==> config.mk <==
export PLATFORM = sky130hd
export DESIGN_NAME = vmag_top
export DESIGN_NICKNAME = d
export VERILOG_FILES = /design/src/rtl/vmag_pkg.sv /design/src/rtl/vmag_page_reg.sv /design/src/rtl/vmag_cpu_decode.sv /design/src/rtl/vmag_vid_map.sv /design/src/rtl/vmag_dram_mux.sv /design/src/rtl/vmag_top.sv
export SDC_FILE = /design/constraint.sdc
export NUM_CORES = 1
export LEC_CHECK = 0
export ABC_AREA = 1
export BUFFER_PORTS_ARGS = -buffer_cell sky130_fd_sc_hd__buf_2
export CORE_UTILIZATION = 43
export DETAILED_ROUTE_END_ITERATION = 6
export HOLD_SLACK_MARGIN = 0.02
export PLACE_DENSITY = 0.93
export SLEW_MARGIN = 30
export SYNTH_ARGS = -nofsm -noshare
export SYNTH_HDL_FRONTEND = slang
export SYNTH_SLANG_ARGS = --single-unit
==> constraint.sdc <==
create_clock -name clk -period 1.9 [get_ports clk]
set_input_delay 0 -clock clk [delete_from_list [all_inputs] [get_ports clk]]
set_output_delay 0 -clock clk [all_outputs]
set_load 0.02 [all_outputs]
==> src/rtl/vmag_pkg.sv <==
// Shared types for the paged video memory address generator.
// Assumes a 2-bit page number and 32 KB (15-bit) pages.
package vmag_pkg;
    localparam int PAGE_W = 2;
    localparam int OFFS_W = 15;
    localparam int PHYS_W = PAGE_W + OFFS_W;

    // Page/control register layout; bit positions are software visible.
    typedef struct packed {
        logic              wide;        // bit 7: display spans two pages
        logic              win_follow;  // bit 6: window uses display page
        logic [1:0]        spare;       // bits 5:4: no effect
        logic [PAGE_W-1:0] vid_page;    // bits 3:2
        logic [PAGE_W-1:0] cpu_page;    // bits 1:0
    } page_reg_t;
endpackage

==> src/rtl/vmag_page_reg.sv <==
// Page/control register: loads on a write strobe, clears on reset.
// Assumes the write strobe is one cycle wide and synchronous to clk.
module vmag_page_reg
    import vmag_pkg::*;
(
    input  logic      clk,
    input  logic      rst_n,
    input  logic      wr_en,
    input  page_reg_t wdata,
    output page_reg_t q
);
    // Hold or load the register each clock.
    always_ff @(posedge clk) begin
        if (!rst_n)     q <= '0;
        else if (wr_en) q <= wdata;
    end
endmodule

==> src/rtl/vmag_cpu_decode.sv <==
// CPU address decode: recognises the display window and the system-RAM
// range, and forms the 128 KB physical byte address.
// Assumes the window base is aligned to a page and the system base to 128 KB.
module vmag_cpu_decode
    import vmag_pkg::*;
#(
    parameter int              CPU_AW   = 20,
    parameter logic [CPU_AW-1:0] WIN_BASE = 20'hB8000,
    parameter logic [CPU_AW-1:0] SYS_BASE = 20'h00000
)(
    input  logic [CPU_AW-1:0] cpu_addr,
    input  logic [PAGE_W-1:0] win_page,
    output logic              hit,
    output logic [PHYS_W-1:0] phys
);
    localparam logic [CPU_AW-OFFS_W-1:0] WIN_TAG = WIN_BASE[CPU_AW-1:OFFS_W];
    localparam logic [CPU_AW-PHYS_W-1:0] SYS_TAG = SYS_BASE[CPU_AW-1:PHYS_W];

    logic win_hit;
    logic sys_hit;

    // Compare the upper address bits against both regions.
    always_comb begin
        win_hit = (cpu_addr[CPU_AW-1:OFFS_W] == WIN_TAG);
        sys_hit = (cpu_addr[CPU_AW-1:PHYS_W] == SYS_TAG);
        hit     = win_hit || sys_hit;
    end

    // Window accesses take the page from the register; system ones do not.
    always_comb begin
        if (win_hit) phys = {win_page, cpu_addr[OFFS_W-1:0]};
        else         phys = cpu_addr[PHYS_W-1:0];
    end
endmodule

==> src/rtl/vmag_vid_map.sv <==
// Display address mapping: puts page bits above the controller's word
// address. In wide mode the controller's top bit replaces the page LSB.
// Assumes PAGE_W >= 2 and that a word is 16 bits (one page = 16K words).
module vmag_vid_map
    import vmag_pkg::*;
#(
    parameter int VAW = OFFS_W
)(
    input  logic [VAW-1:0]    vid_addr,
    input  logic [PAGE_W-1:0] vid_page,
    input  logic              wide,
    output logic [PHYS_W-2:0] word
);
    // Select the narrow (one page) or wide (two page) form.
    always_comb begin
        if (wide) word = {vid_page[PAGE_W-1:1], vid_addr};
        else      word = {vid_page, vid_addr[VAW-2:0]};
    end
endmodule

==> src/rtl/vmag_dram_mux.sv <==
// DRAM pin stage: picks CPU or display word, then the row or column half,
// and registers the address, request and bank select for the pins.
// Assumes col_sel is driven by the access sequencer one cycle after row.
module vmag_dram_mux #(
    parameter int RC_W = 8
)(
    input  logic            clk,
    input  logic            rst_n,
    input  logic            vid_cycle,
    input  logic            col_sel,
    input  logic            cpu_hit,
    input  logic [2*RC_W:0] cpu_phys,
    input  logic [2*RC_W-1:0] vid_word,
    output logic [RC_W-1:0] dram_addr,
    output logic            dram_req,
    output logic            dram_bank
);
    logic [2*RC_W-1:0] word;
    logic              bank;

    // Source select: the display has priority over the CPU.
    always_comb begin
        if (vid_cycle) begin
            word = vid_word;
            bank = 1'b0;
        end else begin
            word = cpu_phys[2*RC_W:1];
            bank = cpu_phys[0];
        end
    end

    // Register the row or column half and the request toward the DRAM.
    always_ff @(posedge clk) begin
        if (!rst_n) begin
            dram_addr <= '0;
            dram_req  <= 1'b0;
            dram_bank <= 1'b0;
        end else begin
            dram_addr <= col_sel ? word[2*RC_W-1:RC_W] : word[RC_W-1:0];
            dram_req  <= vid_cycle || cpu_hit;
            dram_bank <= bank;
        end
    end
endmodule

==> src/rtl/vmag_top.sv <==
// Paged shared video memory address generator (top).
// Maps a CPU byte address or a display word address onto a 128 KB DRAM
// made of two byte banks, and drives the multiplexed row/column address.
// Assumes inputs are stable over each clock cycle.
module vmag_top
    import vmag_pkg::*;
#(
    parameter int                CPU_AW   = 20,
    parameter int                VAW      = OFFS_W,
    parameter logic [CPU_AW-1:0] WIN_BASE = 20'hB8000,
    parameter logic [CPU_AW-1:0] SYS_BASE = 20'h00000
)(
    input  logic                      clk,
    input  logic                      rst_n,
    input  logic                      reg_wr,
    input  logic [7:0]                reg_wdata,
    input  logic [CPU_AW-1:0]         cpu_addr,
    input  logic [VAW-1:0]            vid_addr,
    input  logic                      vid_cycle,
    input  logic                      col_sel,
    output logic                      cpu_hit,
    output logic                      dram_req,
    output logic [(PHYS_W-1)/2-1:0]   dram_addr,
    output logic                      dram_bank
);
    localparam int RC_W = (PHYS_W - 1) / 2;

    page_reg_t         page_q;
    logic [PAGE_W-1:0] win_page;
    logic [PHYS_W-1:0] cpu_phys;
    logic [PHYS_W-2:0] vid_word;

    vmag_page_reg u_reg (
        .clk   (clk),
        .rst_n (rst_n),
        .wr_en (reg_wr),
        .wdata (page_reg_t'(reg_wdata)),
        .q     (page_q)
    );

    // The window page follows the display page when bit 6 is set.
    always_comb win_page = page_q.win_follow ? page_q.vid_page : page_q.cpu_page;

    vmag_cpu_decode #(
        .CPU_AW   (CPU_AW),
        .WIN_BASE (WIN_BASE),
        .SYS_BASE (SYS_BASE)
    ) u_dec (
        .cpu_addr (cpu_addr),
        .win_page (win_page),
        .hit      (cpu_hit),
        .phys     (cpu_phys)
    );

    vmag_vid_map #(.VAW(VAW)) u_vid (
        .vid_addr (vid_addr),
        .vid_page (page_q.vid_page),
        .wide     (page_q.wide),
        .word     (vid_word)
    );

    vmag_dram_mux #(.RC_W(RC_W)) u_mux (
        .clk       (clk),
        .rst_n     (rst_n),
        .vid_cycle (vid_cycle),
        .col_sel   (col_sel),
        .cpu_hit   (cpu_hit),
        .cpu_phys  (cpu_phys),
        .vid_word  (vid_word),
        .dram_addr (dram_addr),
        .dram_req  (dram_req),
        .dram_bank (dram_bank)
    );
endmodule

# Word level (Yosys, flattened, before mapping)
# Cells that the tools add are included.
dict set report word_totals {
  register_bits 16
  in_bits 48
  output_inout_bits 11
  wordCells 18
}
dict set report op_classes {
  n_eq_ne 1
  mux 5
  bitwise_logic 1
  reduce_logical 4
}
# op n
set ops {}
lappend ops {{17-bit 2-to-1 mux} 1}
lappend ops {{16-bit 2-to-1 mux} 1}
lappend ops {{15-bit 2-to-1 mux} 1}
lappend ops {{8-bit 2-to-1 mux} 1}
lappend ops {{5-bit equality test, second input constant} 1}
lappend ops {{3-bit zero test} 1}
lappend ops {{1-bit logical OR} 2}
lappend ops {{2-bit 2-to-1 mux} 1}
lappend ops {{2-bit OR reduction} 1}
lappend ops {{1-bit NOT} 1}

# Depth between registers and ports, before layout
dict set report logic_depth {
  word_depth 4
  ltp_mapped 8
  mapped_depth_nobuf 8
}

# Hierarchy
# A second synthesis with hierarchy kept.
dict set report unflattened {
  cells_unflattened 214
  hier_area_um2 1310.0
}
# mod instances cells_per_inst area_each_um2 seq_area_each_um2
set modules_own_cells {}
lappend modules_own_cells {vmag_dram_mux 1 109 626.9 200.2}
lappend modules_own_cells {vmag_page_reg 1 51 356.6 160.2}
lappend modules_own_cells {vmag_cpu_decode 1 28 172.7 0.0}
lappend modules_own_cells {vmag_vid_map 1 19 127.6 0.0}
lappend modules_own_cells {vmag_top 1 7 26.3 0.0}

# Worst setup path after synthesis
# Ideal clock, no wire load.
dict set report synth_timing {
  path_type {input to register}
  from {input port cpu_addr[19]}
  to {register u_mux.dram_req}
  setup_time_ps 60
  t_arrival_ps 830
  t_required_ps 1840
  setup_slack_ps 1010
  stages 3
  path_buffers 0
  cell_sequence {o31ai_1 > o21ai_0 > inv_1}
}
dict set report synth_between {
  elab_chain_cells 3
  elab_cells_between_ends 4
  cone_classes {eq/ne: 1; reduce/logical: 3}
}
# element line_no
set synth_lines {}
lappend synth_lines {{start, declared} vmag_top.sv:17} ;# input logic [CPU_AW-1:0] cpu_addr,
lappend synth_lines {{5-bit equality test / 3-bit zero test (equally long branches)} {vmag_cpu_decode.sv:24, vmag_cpu_decode.sv:25}}
lappend synth_lines {{1-bit logical OR (*)} vmag_cpu_decode.sv:26} ;# hit = win_hit || sys_hit;
lappend synth_lines {{1-bit logical OR (*)} vmag_dram_mux.sv:40} ;# dram_req <= vid_cycle || cpu_hit;
lappend synth_lines {{end signal, assigned} vmag_dram_mux.sv:40}
lappend synth_lines {{end, declared} vmag_dram_mux.sv:15} ;# output logic dram_req,
# Every way passes the cells marked *; elsewhere a longest branch is shown, timed or not.
# A chain may end at the register's enable or synchronous reset.

# Worst setup path in the final report
dict set report layout_timing {
  from {input port vid_addr[13]}
  to {register u_mux.dram_addr[5]}
}
dict set report layout_between {
  elab_chain_cells 3
}
# element line_no
set layout_lines {}
lappend layout_lines {{start, declared} vmag_top.sv:18} ;# input logic [VAW-1:0] vid_addr,
lappend layout_lines {{15-bit 2-to-1 mux} vmag_vid_map.sv:16} ;# if (wide) word = {vid_page[PAGE_W-1:1], vid_addr};
lappend layout_lines {{16-bit 2-to-1 mux} vmag_dram_mux.sv:23} ;# if (vid_cycle) begin
lappend layout_lines {{8-bit 2-to-1 mux} vmag_dram_mux.sv:39} ;# dram_addr <= col_sel ? word[2*RC_W-1:RC_W] : word[RC_W-1:0];
lappend layout_lines {{end signal, assigned} vmag_dram_mux.sv:39}
lappend layout_lines {{end, declared} vmag_dram_mux.sv:14} ;# output logic [RC_W-1:0] dram_addr,
# No other way between the ends.

==> metrics.md <==
| Metric | Value |
|---|---|
| Status | `finished, final reports clean` |
| Post-synth EDFFs | `0` |
| Yosys reg bits | `16` |
| DR vias | `1104` |
| Maximum VDD drop | `0.363 mV` |
| Post-Layout Inst Area | `about 1300 um2` |
| Routability cong. | `0.866` |
| First-pass GRT wire length | `roughly 3900 um` |
| Cell leakage power | `between 0.6 and 0.7 nW` |
| Clk sink count | `16` |
| Setup Buffers After CTS | `0` |
| CP Launch Type | `input pin` |
| Reg-to-reg startpoint | `u_reg.q[1]` |
| Max Cap Violations | `0` |
| Met2 routed WL | `~1300 um` |
| Final hold vios | `0` |
| Max Clk Rate | `801 MHz` |
| Post-synthesis cell count | `127` |
| Yosys cell types | `14` |
| RSZ-0062 raised after global routing | `no` |
| Detailed-placement wirelength estimate | `1690 um` |
| Top cell type's share of synthesized area | `38.0%` |
| Die H | `46.3 um` |
| CTS Buf Count | `3` |
| DRC | `0` |
| Synthesized net count | `175` |
| Port bufs | `56` |
| P&R area growth vs syn | `51.5%` |
| Setup Total Neg Slack | `0 ns` |
| Clock Skew | `about 0.01 ns` |
| Drt pass-1 iters | `4` |
| Clock buffer depth | `2` |
| Setup CP Type | `in2reg` |
| Starting Density | `47.3%` |
| Hold_ws | `0.0204 ns` |
| Synthesized area per cell | `6.64 um2` |
| DR WL/cell | `11.6 um` |
| CP Data Arrival Time | `between 1 and 1.5 ns` |
| Core area | `1780 um2` |
| Sequential share of the synthesized area | `a little under two fifths` |
| Crit path capture type | `register` |
| Gr ovfl total | `0` |
| Area leader, netlist | `dfxtp_1` |
| Die width | `46.3 um` |
| Wire length on met1 | `between 900 and 1000 um` |
| Cell Area, Synth | `843 um2` |
| Period utilisation layout | `65.7%` |
| DR WL met3 | `178 um` |
| Boundary Pins | `59` |
| PwrDens | `588 nW/um2` |
| Initial antenna violation count | `0` |
| Critical path peak fanout | `1` |
| Beginning of the critical path | `vid_addr[13]` |
| Hold_sp | `vid_addr[3]` |
| Warnings, synthesis | `0` |
| Total track usage | `25.8%` |
| Clk slew on worst S/H paths | `0.10 ns` |
| Slew Viols, Final | `0` |
| Layout cell share with drive strength beyond 1 | `around 31%` |
| Hold Crit Class | `in2reg` |
| Top sig layer | `met4` |
| Least-Margin Pin Slew | `approximately 0.34 ns` |
| Die area | `approximately 2100 um2` |
| Rows | `15` |
| Post-route ant nets | `0` |
| Synth async-reset ratio | `0%` |
| Slew HR | `77.3%` |
| Vias/cell | `approximately 5.0` |
| Fin nets | `~250` |
| Violation count after the first detailed-route iteration | `32` |
| Required @ worst endpoint | `2.09 ns` |
| # H-tree levels | `1` |
| Area of placed instances | `approximately 1100 um2` |
| Fin crit period | `1.25 ns` |
| Top-count cell post-synth | `nor2_1` |
| Ant. Diodes | `0` |
| Top post-synthesis cells by count | `35 x nor2_1, 17 x nand2_1, 17 x o21ai_0` |
| Synth area leaders | `dfxtp_1 38%, nor2_1 16%, o21ai_0 10%` |
| Clock root buffer | `clkbuf_4` |
| Final setup vio count | `0` |
| Main synth FF type | `dfxtp_1` |
| DRT Wirelength | `2580 um` |
| Worst-skew pair later-pin latency | `0.29 ns` |
| Clock tree from TritonCTS | `done` |
| Vias in the first global route | `1004` |
| Largest net degree at the start of global routing | `21` |
[kinds of logic (layout without fill, tap and decap cells)]
logic type	Yosys count	in the layout	share of synthesized area, %
and+or+nand+nor	57	57	26.1
DFF	16	16	38.0
buffers and inverters	19	90	14.5
AOI/OAI and AO/OA	35	35	21.4
[path summary, 6_finish.rpt]
kind	end	slack, ns	cells past startpoint
min reg2reg	u_reg.q[2]	0.49	2
max	u_mux.dram_addr[5]	0.65	5
min	u_mux.dram_addr[3]	0.02	3
max reg2reg	u_reg.q[1]	0.72	3
[critical path, stage by stage]
cell           delay [ns]
dlygate4sd3_1        0.56
buf_2                0.14
o21ai_1              0.11
a21oi_1              0.07
dlygate4sd3_1        0.55
[stage by stage]
stage / power (mW) / util, % / setup slack, ns / instances
after floorplan: 0.481 / - / 1.01 / 127
after global placement: 0.539 / 60.8 / 0.994 / 203
after detailed placement: 0.545 / 60.8 / 0.962 / 203
after CTS: 0.748 / 71.6 / 0.701 / 223
after global routing: 0.788 / 71.6 / 0.597 / 223
final: 0.751 / 71.6 / 0.651 / 223
[layout make-up]
type                    count  area [um2]
clock buffers               3        22.5
flip-flops and latches     16         320
fillers                   161         505
repair buffers             73         450
inverters                  14        52.6
multi-input cells          92         400
well taps                  25        31.3
[state kept, by name, summed over array words and instances, names as in the netlist]
name,cells
u_mux.dram_bank,1
u_mux.dram_addr,8
u_mux.dram_req,1
u_reg.q,6
[power by group]
group | switching (mW) | internal, mW
Combinational | 0.106 | 0.0980
Clock | 0.105 | 0.0736
Sequential | 0.00929 | 0.359
Total | 0.220 | 0.531
[repair_timing]
action / 4_1_cts / 5_1_grt
hold buffers: 17 / 0
setup endpoints to repair: 0 / 0
resized for setup: 0 / 0
endpoints found under the hold margin: 12 / 0
[layer usage]
metal / track usage (%) / vias up
met5: 0 / -
met4: 15.3 / 0
li1: - / 550
met2: 45.6 / 68
met3: 4.31 / 10
met1: 28.4 / 476
[cells in the final DEF, fill, tap and decap left out]
cell type,synthesis,final
a21oi_1,11,11
clkbuf_4,0,3
o31ai_1,1,1
dlygate4sd3_1,0,17
inv_2,2,2
nand3_1,5,5
o21ai_1,5,5
nand2_1,17,17
o21ai_0,17,17
dfxtp_1,16,16
o21bai_1,1,1
buf_2,0,56
nor2_1,35,35
inv_1,12,12
Note: power is estimated with default switching activity, not from simulation.
